--- src/rtl/dxc_pkg.sv ---
package dxc_pkg;

  typedef enum logic [2:0] {
    FLT_NONE  = 3'd0,
    FLT_ALIGN = 3'd1,
    FLT_PAGE  = 3'd2,
    FLT_ACV   = 3'd3,
    FLT_MISS  = 3'd4,
    FLT_MCHK  = 3'd5
  } faultKind_e;

  localparam int ST_W     = 6;
  localparam int ST_WR    = 0;
  localparam int ST_MISS  = 1;
  localparam int ST_ACV   = 2;
  localparam int ST_BADVA = 3;
  localparam int ST_FONR  = 4;
  localparam int ST_FONW  = 5;

  typedef enum logic [1:0] {
    PATH_PHYS  = 2'd0,
    PATH_SUPER = 2'd1,
    PATH_TLB   = 2'd2
  } paPath_e;

  // strobes from control to datapath
  typedef struct packed {
    logic    capture;
    paPath_e path;
    logic    clean;
  } dpStrobe_t;

endpackage

--- src/rtl/dxcDatapath.sv ---
module dxcDatapath
  import dxc_pkg::*;
#(
  parameter int VA_WIDTH    = 64,
  parameter int VA_SIGN_BIT = 47,
  parameter int PA_IMPL     = 44,
  parameter int PAGE_BITS   = 13,
  parameter int PPN_WIDTH   = 32,
  parameter int SP_TAG_LO   = 41,
  parameter int SP_EXT_BIT  = 40,
  parameter int UC_CLR_LO   = 35
) (
  input  logic                 clk,
  input  logic                 rstN,
  input  logic [VA_WIDTH-1:0]  vaddr,
  input  logic [1:0]           sizeLog2,
  input  logic [PPN_WIDTH-1:0] tlbPpn,
  input  dpStrobe_t            strobe,
  output logic                 aligned,
  output logic                 vaValid,
  output logic                 superWin,
  output logic                 physImplOk,
  output logic                 tlbImplOk,
  output logic [PA_IMPL-1:0]   physAddr,
  output logic                 uncached
);

  localparam int TAG_W   = VA_SIGN_BIT - SP_TAG_LO + 1;
  localparam logic [TAG_W-1:0] SP_TAG = {{(TAG_W-1){1'b1}}, 1'b0};
  localparam int TLB_W   = PPN_WIDTH + PAGE_BITS;
  localparam int UC_BIT  = PA_IMPL - 1;
  localparam int UC_CLR_HI = UC_BIT - 1;
  localparam logic [PA_IMPL-1:0] SP_LO_MASK  = (PA_IMPL'(1) << SP_EXT_BIT) - PA_IMPL'(1);
  localparam logic [PA_IMPL-1:0] SP_HI_ONES  = ~SP_LO_MASK;
  localparam logic [PA_IMPL-1:0] UC_CLR_MASK =
    (PA_IMPL'(1) << (UC_CLR_HI + 1)) - (PA_IMPL'(1) << UC_CLR_LO);

  logic [VA_WIDTH-1:0] sizeMask;
  logic [PA_IMPL-1:0]  superPa;
  logic [PA_IMPL-1:0]  tlbPa;
  logic [PA_IMPL-1:0]  selPa;
  logic [PA_IMPL-1:0]  foldedPa;
  logic [TLB_W-1:0]    tlbFull;
  logic                isUc;

  // alignment: low address bits under the size must be zero
  assign sizeMask = (VA_WIDTH'(1) << sizeLog2) - VA_WIDTH'(1);
  assign aligned  = ((vaddr & sizeMask) == '0);

  // canonical form: all bits above the sign bit copy it
  assign vaValid = (&vaddr[VA_WIDTH-1:VA_SIGN_BIT]) | ~(|vaddr[VA_WIDTH-1:VA_SIGN_BIT]);

  assign superWin = (vaddr[VA_SIGN_BIT:SP_TAG_LO] == SP_TAG);

  // direct window: extend the region above the extension bit
  always_comb begin
    if (vaddr[SP_EXT_BIT]) superPa = vaddr[PA_IMPL-1:0] | SP_HI_ONES;
    else                   superPa = vaddr[PA_IMPL-1:0] & SP_LO_MASK;
  end

  assign physImplOk = ~(|vaddr[VA_WIDTH-1:PA_IMPL]);

  assign tlbFull = {tlbPpn, vaddr[PAGE_BITS-1:0]};
  assign tlbPa   = tlbFull[PA_IMPL-1:0];

  generate
    if (TLB_W > PA_IMPL) begin : gWideFrame
      assign tlbImplOk = ~(|tlbFull[TLB_W-1:PA_IMPL]);
    end else begin : gNarrowFrame
      assign tlbImplOk = 1'b1;
    end
  endgenerate

  always_comb begin
    case (strobe.path)
      PATH_SUPER: selPa = superPa;
      PATH_TLB:   selPa = tlbPa;
      default:    selPa = vaddr[PA_IMPL-1:0];
    endcase
  end

  assign isUc     = selPa[UC_BIT];
  assign foldedPa = isUc ? (selPa & ~UC_CLR_MASK) : selPa;

  always_ff @(posedge clk) begin
    if (!rstN) begin
      physAddr <= '0;
      uncached <= 1'b0;
    end else if (strobe.capture && strobe.clean) begin
      physAddr <= foldedPa;
      uncached <= isUc;
    end else begin
      physAddr <= '0;
      uncached <= 1'b0;
    end
  end

endmodule

--- src/rtl/dxcControl.sv ---
module dxcControl
  import dxc_pkg::*;
#(
  parameter int NUM_MODES = 4,
  parameter int MODE_W    = $clog2(NUM_MODES)
) (
  input  logic                 clk,
  input  logic                 rstN,
  input  logic                 reqValid,
  input  logic                 isWrite,
  input  logic                 physMode,
  input  logic [MODE_W-1:0]    cpuMode,
  input  logic                 tlbHit,
  input  logic [NUM_MODES-1:0] rdEnMask,
  input  logic [NUM_MODES-1:0] wrEnMask,
  input  logic                 fonRead,
  input  logic                 fonWrite,
  input  logic                 aligned,
  input  logic                 vaValid,
  input  logic                 superWin,
  input  logic                 physImplOk,
  input  logic                 tlbImplOk,
  output dpStrobe_t            strobe,
  output logic                 outValid,
  output logic [2:0]           faultKind,
  output logic [ST_W-1:0]      mmStatus
);

  localparam logic [MODE_W-1:0] KERNEL_MODE = '0;

  faultKind_e         nxtKind;
  logic [ST_W-1:0]    nxtSt;
  paPath_e            nxtPath;
  logic               modeWrOk;
  logic               modeRdOk;

  assign modeWrOk = wrEnMask[cpuMode];
  assign modeRdOk = rdEnMask[cpuMode];

  // fixed priority resolution
  always_comb begin
    nxtKind = FLT_NONE;
    nxtSt   = '0;
    nxtPath = PATH_PHYS;
    if (!aligned) begin
      nxtKind      = FLT_ALIGN;
      nxtSt[ST_WR] = isWrite;
    end else if (physMode) begin
      nxtPath = PATH_PHYS;
      if (!physImplOk) nxtKind = FLT_MCHK;
    end else if (!vaValid) begin
      nxtKind         = FLT_PAGE;
      nxtSt[ST_WR]    = isWrite;
      nxtSt[ST_BADVA] = 1'b1;
    end else if (superWin) begin
      nxtPath = PATH_SUPER;
      if (cpuMode != KERNEL_MODE) begin
        nxtKind       = FLT_ACV;
        nxtSt[ST_WR]  = isWrite;
        nxtSt[ST_ACV] = 1'b1;
      end
    end else if (!tlbHit) begin
      nxtKind        = FLT_MISS;
      nxtSt[ST_WR]   = isWrite;
      nxtSt[ST_MISS] = 1'b1;
    end else begin
      nxtPath = PATH_TLB;
      if (isWrite && !modeWrOk) begin
        nxtKind        = FLT_ACV;
        nxtSt[ST_WR]   = 1'b1;
        nxtSt[ST_ACV]  = 1'b1;
        nxtSt[ST_FONW] = fonWrite;
      end else if (isWrite && fonWrite) begin
        nxtKind        = FLT_PAGE;
        nxtSt[ST_WR]   = 1'b1;
        nxtSt[ST_FONW] = 1'b1;
      end else if (!isWrite && !modeRdOk) begin
        nxtKind        = FLT_ACV;
        nxtSt[ST_ACV]  = 1'b1;
        nxtSt[ST_FONR] = fonRead;
      end else if (!isWrite && fonRead) begin
        nxtKind        = FLT_PAGE;
        nxtSt[ST_FONR] = 1'b1;
      end else if (!tlbImplOk) begin
        nxtKind = FLT_MCHK;
      end
    end
  end

  assign strobe.capture = reqValid;
  assign strobe.path    = nxtPath;
  assign strobe.clean   = (nxtKind == FLT_NONE);

  always_ff @(posedge clk) begin
    if (!rstN) begin
      outValid  <= 1'b0;
      faultKind <= 3'd0;
      mmStatus  <= '0;
    end else begin
      outValid  <= reqValid;
      faultKind <= reqValid ? nxtKind : FLT_NONE;
      mmStatus  <= reqValid ? nxtSt : '0;
    end
  end

endmodule

--- src/rtl/dxlate_check.sv ---
module dxlate_check
  import dxc_pkg::*;
#(
  parameter int VA_WIDTH    = 64,
  parameter int VA_SIGN_BIT = 47,
  parameter int PA_IMPL     = 44,
  parameter int PAGE_BITS   = 13,
  parameter int PPN_WIDTH   = 32,
  parameter int NUM_MODES   = 4,
  parameter int MODE_W      = $clog2(NUM_MODES)
) (
  input  logic                 clk,
  input  logic                 rstN,
  input  logic                 reqValid,
  input  logic [VA_WIDTH-1:0]  vaddr,
  input  logic [1:0]           sizeLog2,
  input  logic                 isWrite,
  input  logic                 physMode,
  input  logic [MODE_W-1:0]    cpuMode,
  input  logic                 tlbHit,
  input  logic [PPN_WIDTH-1:0] tlbPpn,
  input  logic [NUM_MODES-1:0] rdEnMask,
  input  logic [NUM_MODES-1:0] wrEnMask,
  input  logic                 fonRead,
  input  logic                 fonWrite,
  output logic                 outValid,
  output logic [PA_IMPL-1:0]   physAddr,
  output logic                 uncached,
  output logic [2:0]           faultKind,
  output logic [5:0]           mmStatus
);

  dpStrobe_t strobe;
  logic aligned, vaValid, superWin, physImplOk, tlbImplOk;

  dxcDatapath #(
    .VA_WIDTH(VA_WIDTH), .VA_SIGN_BIT(VA_SIGN_BIT), .PA_IMPL(PA_IMPL),
    .PAGE_BITS(PAGE_BITS), .PPN_WIDTH(PPN_WIDTH)
  ) uDp (
    .clk(clk), .rstN(rstN), .vaddr(vaddr), .sizeLog2(sizeLog2),
    .tlbPpn(tlbPpn), .strobe(strobe), .aligned(aligned), .vaValid(vaValid),
    .superWin(superWin), .physImplOk(physImplOk), .tlbImplOk(tlbImplOk),
    .physAddr(physAddr), .uncached(uncached)
  );

  dxcControl #(.NUM_MODES(NUM_MODES), .MODE_W(MODE_W)) uCtl (
    .clk(clk), .rstN(rstN), .reqValid(reqValid), .isWrite(isWrite),
    .physMode(physMode), .cpuMode(cpuMode), .tlbHit(tlbHit),
    .rdEnMask(rdEnMask), .wrEnMask(wrEnMask), .fonRead(fonRead),
    .fonWrite(fonWrite), .aligned(aligned), .vaValid(vaValid),
    .superWin(superWin), .physImplOk(physImplOk), .tlbImplOk(tlbImplOk),
    .strobe(strobe), .outValid(outValid), .faultKind(faultKind),
    .mmStatus(mmStatus)
  );

endmodule

--- config.mk ---
export PLATFORM = sky130hd
export DESIGN_NAME = dxlate_check
export DESIGN_NICKNAME = d
export VERILOG_FILES = /design/src/rtl/dxc_pkg.sv /design/src/rtl/dxcDatapath.sv /design/src/rtl/dxcControl.sv /design/src/rtl/dxlate_check.sv
export SDC_FILE = /design/constraint.sdc
export NUM_CORES = 1
export LEC_CHECK = 0
export CORE_MARGIN = 2
export CORE_UTILIZATION = 34
export CTS_CLUSTER_DIAMETER = 60
export DETAILED_ROUTE_END_ITERATION = 12
export GPL_TIMING_DRIVEN = 0
export PLACE_DENSITY_LB_ADDON = 0.08
export SLEW_MARGIN = 20
export SYNTH_ARGS = -nofsm -noshare
export SYNTH_HDL_FRONTEND = slang
export SYNTH_SLANG_ARGS = --single-unit
--- constraint.sdc ---
create_clock -name clk -period 4.36 [get_ports clk]
set_clock_uncertainty 0.1 [all_clocks]
set_input_delay 0.654 -clock clk [delete_from_list [all_inputs] [get_ports clk]]
set_output_delay 0.654 -clock clk [all_outputs]
set_load 0.02 [all_outputs]
======== After elaboration in Yosys (flattened, before gate mapping) ========
Index checks and enable logic that the tools add are counted.
storage, ports and cells
  output and inout port bits .............. 55
  logic and storage cells ................. 91
  register bits ........................... 55
cells by class
  reduce and logical (&&, ||, !) cells .... 22
  magnitude comparators ................... 1
  equality and inequality tests ........... 3
  bitwise gates (word level) .............. 9
  multiplexer cells ....................... 43
  shift-type cells ........................ 1
  add/sub/neg operators ................... 1
operators with widths
  operator                                            number
  two-way mux 44 bit                                  2
  case mux 44 bit (2 select lines)                    1
  bitwise AND 64 bit                                  1
  logical NOT 64 bit                                  1
  << shifter 1 x 2 -> 64 bit, first input constant    1
  subtractor 64 x 2 -> 64 bit, second input constant  1
  two-way mux 3 bit                                   11
  two-way mux 1 bit                                   21
  OR reduction 20 bit                                 1
  AND reduction 17 bit                                1
  OR reduction 17 bit                                 1
  two-way mux 2 bit                                   6
  OR reduction 9 bit                                  1
  equality test 7 bit, second input constant          1
  NOT 1 bit                                           7
  OR reduction 7 bit                                  1
  OR reduction 6 bit                                  1
  logical AND 1 bit                                   5
  OR reduction 5 bit                                  1
  binary-select mux 1 bit (select 2 bit)              2
  AND reduction 2 bit                                 2
  OR reduction 4 bit                                  1
  logical NOT 1 bit                                   3
  logical NOT 3 bit                                   1
  other kinds (6)                                     6

======== Logic depth before layout (Yosys ltp) ========
  word-level depth ........................ 16
  gate-level depth with buffers ........... 18
  depth with buffers taken out ............ 15

======== Hierarchy ========
A second synthesis with hierarchy kept.
unflattened totals
  cell total of the unflattened synthesis .. 255
  area total of the unflattened synthesis .. 2258.4 µm²
by module, submodules not included
  module       instances  sequential area each (µm²)  area an instance (µm²)  cells each
  dxcDatapath  1          880.8                       1707.9                  189
  dxcControl   1          200.2                       550.5                   66

======== Least setup slack after synthesis ========
Ideal clock, no wire load.
  kind .................................... input to register
  start point ............................. input port sizeLog2[1]
  end point ............................... register uDp.physAddr[26]
  stages .................................. 17
  setup slack ............................. 0.192 ns
  library setup time ...................... 0.078 ns
  required time ........................... 4.182 ns
  buffers on the path ..................... 4
  data arrival time ....................... 3.990 ns
  cells stage by stage .................... or2_2 > ha_1 > inv_1 > a222oi_1 > o21a_1 > nand3_1 > clkbuf_2 > buf_2 > nor3_1 > nand2_1 > ha_1 > or2_2 > clkbuf_1 > clkbuf_1 > a22oi_1 > or3_1 > nor3_1
on the way
  cells in the longest elaborated chain, start to end .. 8
  elaborated cells on any way between the ends .. 13
  those cells by class .................... 1 x add/sub; 2 x eq/ne; 1 x shift; 4 x mux; 1 x bitwise; 4 x reduce/logical
RTL lines
  what                                                                   RTL line                              text
  start: declaration                                                     dxlate_check.sv:16                    input logic [1:0] sizeLog2,
  << shifter 1 x 2 -> 64 bit *                                           dxcDatapath.sv:47                     assign sizeMask = (VA_WIDTH'(1) << sizeLog2) - VA_WIDTH'(1);
  subtractor 64 x 2 -> 64 bit *                                          dxcDatapath.sv:47
  bitwise AND 64 bit *                                                   dxcDatapath.sv:48                     assign aligned = ((vaddr & sizeMask) == '0);
  logical NOT 64 bit *                                                   dxcDatapath.sv:48
  two-way mux 2 bit or two-way mux 3 bit (tied branches)                 dxcControl.sv:45                      if (!aligned) begin
  equality test 2 bit, or another cell as far along                      dxcDatapath.sv:75                     case (strobe.path)
  case mux 44 bit (2 select lines) or logical AND 1 bit (tied branches)  dxcDatapath.sv:75, dxcDatapath.sv:89
  two-way mux 44 bit or AND reduction 2 bit (tied branches)              -
  end signal: assignment                                                 dxcDatapath.sv:90                     physAddr <= foldedPa;
  end: declaration                                                       dxcDatapath.sv:24                     output logic [PA_IMPL-1:0] physAddr,
Mark *: on every way between the ends. The rest lies on a longest branch, timed or not.
A chain may end at the register's enable or synchronous reset.

======== Worst setup path in the final report ========
  start point ............................. input port vaddr[12]
  end point ............................... register uDp.physAddr[34]
on the way
  cells in the longest elaborated chain, start to end .. 6
  elaborated cells on any way between the ends .. 11
  those cells by class .................... 2 x eq/ne; 4 x mux; 1 x bitwise; 4 x reduce/logical
RTL lines
  what                                                                   RTL line                              text
  start: declaration                                                     dxlate_check.sv:15                    input logic [VA_WIDTH-1:0] vaddr,
  bitwise AND 64 bit *                                                   dxcDatapath.sv:48
  logical NOT 64 bit *                                                   dxcDatapath.sv:48
  two-way mux 2 bit or two-way mux 3 bit (tied branches)                 dxcControl.sv:45
  equality test 2 bit, or another cell as far along                      dxcDatapath.sv:75
  case mux 44 bit (2 select lines) or logical AND 1 bit (tied branches)  dxcDatapath.sv:75, dxcDatapath.sv:89
  two-way mux 44 bit or AND reduction 2 bit (tied branches)              -
Marked as above.

==> reports/metrics.csv <==
stage;metric;value;unit
outcome;status;complete, no violations;
setup_path;path_buf_inv;5;
min_path;hp-class;input pin to flop;
logic_synthesis;yosys_warnings;0;
power;peakVddDrop;0.113;mV
setup_path;critPathMaxStageDelay;0.46;ns
timing;finalWorstSetupSlack;0.221;ns
place;place_ws;-1.35;ns
setup_path;setup.worst_path.start;vaddr[12];
grt;grt_pass1_vias;3088;
logic_synthesis;synth_top_area_share;39.2;%
cells_and_area;final_cell_mix;clkdlybuf4s50_1 (166), dfxtp_1 (54), a22oi_1 (30);
logic_synthesis;synth_enable_flop_cells;0;
drt;drc;0;
timing;timing.final.crit_period;4.14;ns
setup_path;cp.depth;16;
grt;grt_antenna_before_repair;0;
cells_and_area;final_common_cell;clkdlybuf4s50_1;
floorplan;die_h;94.1;um
grt;gr-total-overflow;0;
logic_synthesis;yosysTopAreaCell;dfxtp_1;
place;dp.cells;586;
cells_and_area;seq_area;1080;um^2
floorplan;coreArea;7810;um^2
floorplan;rows;32;
logic_synthesis;ys_types;50;
clocking;cts.sinks;54;
cells_and_area;multi_input_comb_area;1590;um^2
grt;grt_pass1_wl;14.7;mm
setup_path;critPathRequiredTime;4.50;ns
timing;finalSetupViolCount;0;
drt;antenna_left;0;
cells_and_area;syn_to_final_growth;75.8;%
grt;grt_max_degree;19;
timing;whs;0.781;ns
timing;slew_viol_final;0;
logic_synthesis;syn_area;2760;um^2
setup_path;cp.arrival;4.28;ns
power;leakage;1.69;nW
power;total_power;1.04;mW
power;p_per_area;214;nW/um^2
min_path;hold_start;vaddr[9];
timing;worst_pin_slew;0.691;ns
drt;drt-total-wl;9.60;mm
setup_path;crit_end;uDp.physAddr[34];
setup_path;cp_max_fo;10;
place;place_congestion;0.828;
clocking;ctsHtreeMaxLevel;2;
timing;max-slew-margin-rel;53.8;%
cells_and_area;nets;616;
timing;finalCritPeriodShare;94.9;%
logic_synthesis;ys_ff_latch;54;
drt;routedWlPerCell;16.0;um
clocking;numCtsBuffers;5;
setup_path;slowest_stage;nor4_1;
floorplan;start_util;35.3;%
floorplan;die_w;94.1;um
drt;first_pass_iters;5;
cells_and_area;finish.utilization;62.1;%
cells_and_area;drive_above_1_share;12.1;%
logic_synthesis;syn_avg_cell_area;8.73;um^2
clocking;cts_root_buf;clkbuf_8;
place;place_hpwl;7.64;mm
job;max_cap_violations;0;
timing;hold_violations;0;
floorplan;die_area;8850;um^2
place;port-buffer-count;168;
logic_synthesis;synth-main-ff-cell;dfxtp_1;
logic_synthesis;synth_async_sr_flop_share;0;%
setup_path;crit_chain;clkdlybuf4s50_1 -> nor4_1 -> nand4_1 -> o311ai_4 -> nand3_4 -> clkbuf_8 -> buf_4 -> nand2b_1 -> nor2_2 -> ha_4 -> nor2b_4 -> buf_8 -> clkbuf_8 -> a22oi_1 -> or3_1 -> nor3_1;
timing;rsz0062_at_grt;no;
cells_and_area;nFillCells;696;
logic_synthesis;syn_inst;316;
setup_path;crit_path_start_kind;input pin;
cells_and_area;antenna_cells;0;
logic_synthesis;yosysSeqAreaShare;39.2;%
floorplan;num_io_pins;171;
timing;clock.fmax;0.242;GHz
clocking;cts_buffer_depth;2;
drt;vias_per_cell;5.32;
drt;num_vias;3187;
logic_synthesis;syn_nets;436;
setup_path;path_class;input pin to flop;
clocking;cts_tree;built;
setup_path;crit_top_cell;clkbuf_8;
drt;drtIter0Drc;154;
setup_path;cp-end-kind;flop;
clocking;path_clk_slew;0.11;ns
cells_and_area;stdcell_count;599;
grt;grt_usage;21.0;%
min_path;holdPathStages;3;
logic_synthesis;ys_top_cells_by_area;dfxtp_1 (39%), a22oi_1 (8.2%), nor3_1 (5.8%);
setup_path;critical_path.top_delay_family;simple AND/OR/NAND/NOR gates;
==> logic make-up after synthesis <==
family	synth area share, %
AOI/OAI and AO/OA	13.6
muxes	1.81
DFF	39.2
adders and majority gates	1.81
and+or+nand+nor	36.9
buffers and inverters	6.67
==> synthesized netlist by cell type, types with 3 or more instances <==
library cell and count:
a21oi_1 3, a22oi_1 30, buf_2 5, buf_4 3, clkbuf_1 18, dfxtp_1 54, ha_1 4, inv_1 6
mux2i_1 5, nand2_1 25, nand3_1 5, nand4_1 6, nor2_1 16, nor2b_1 3, nor3_1 32, nor3_2 5
nor4_1 15, nor4_2 9, or2_2 3, or3_1 24, or4_1 10
==> stage by stage <==
stage	TNS, ns	cell area [um^2]
after floorplan	0	2760
after global placement	-33.07	4570
after detailed placement	-34.99	4570
after CTS	0	4750
after global routing	0	4850
final	0	4850
==> worst min path at each step <==
stage	to
2_1_floorplan	uCtl.mmStatus[1]
4_1_cts	uDp.physAddr[9]
3_5_place_dp	uDp.physAddr[9]
3_3_place_gp	uDp.physAddr[9]
6_report	uDp.physAddr[9]
5_1_grt	uDp.physAddr[9]
==> area by class of cell <==
type / instances / share of cell area [%]
Sequential cell: 54 / 22.3
Clock buffer: 5 / 1.42
Multi-Input combinational cell: 225 / 32.8
Buffer: 29 / 4.15
Clock inverter: 3 / 0.516
Inverter: 7 / 0.542
Tap cell: 102 / 2.63
Timing Repair Buffer: 174 / 35.7
==> power breakdown <==
group	switching (mW)	leakage [nW]	internal (mW)
combinational	0.107	1.21	0.143
clock	0.173	0.0447	0.116
sequential	0.00144	0.436	0.499
total	0.281	1.69	0.758
==> sequential cells by signal (all words and copies together) (netlist names) <==
| register | cells |
|---|---|
| uCtl.mmStatus | 6 |
| uCtl.faultKind | 3 |
| uDp.physAddr | 44 |
| uCtl.outValid | 1 |
==> per-layer routing <==
layer	share of wire, %	GRT usage, %	vias up
li1	-	-	1552
met1	42	26.1	1490
met2	49	36.0	129
met3	6.6	4.01	16
met4	2.2	7.85	0
met5	0	0	-
==> what timing repair did <==
action,CTS,global route
hold buffers,0,0
gates cloned,0,0
pin swaps,0,2
buffers inserted,1,5
gates resized for setup,22,14
setup endpoints to repair,31,31
(Power assumes the default switching activity.)
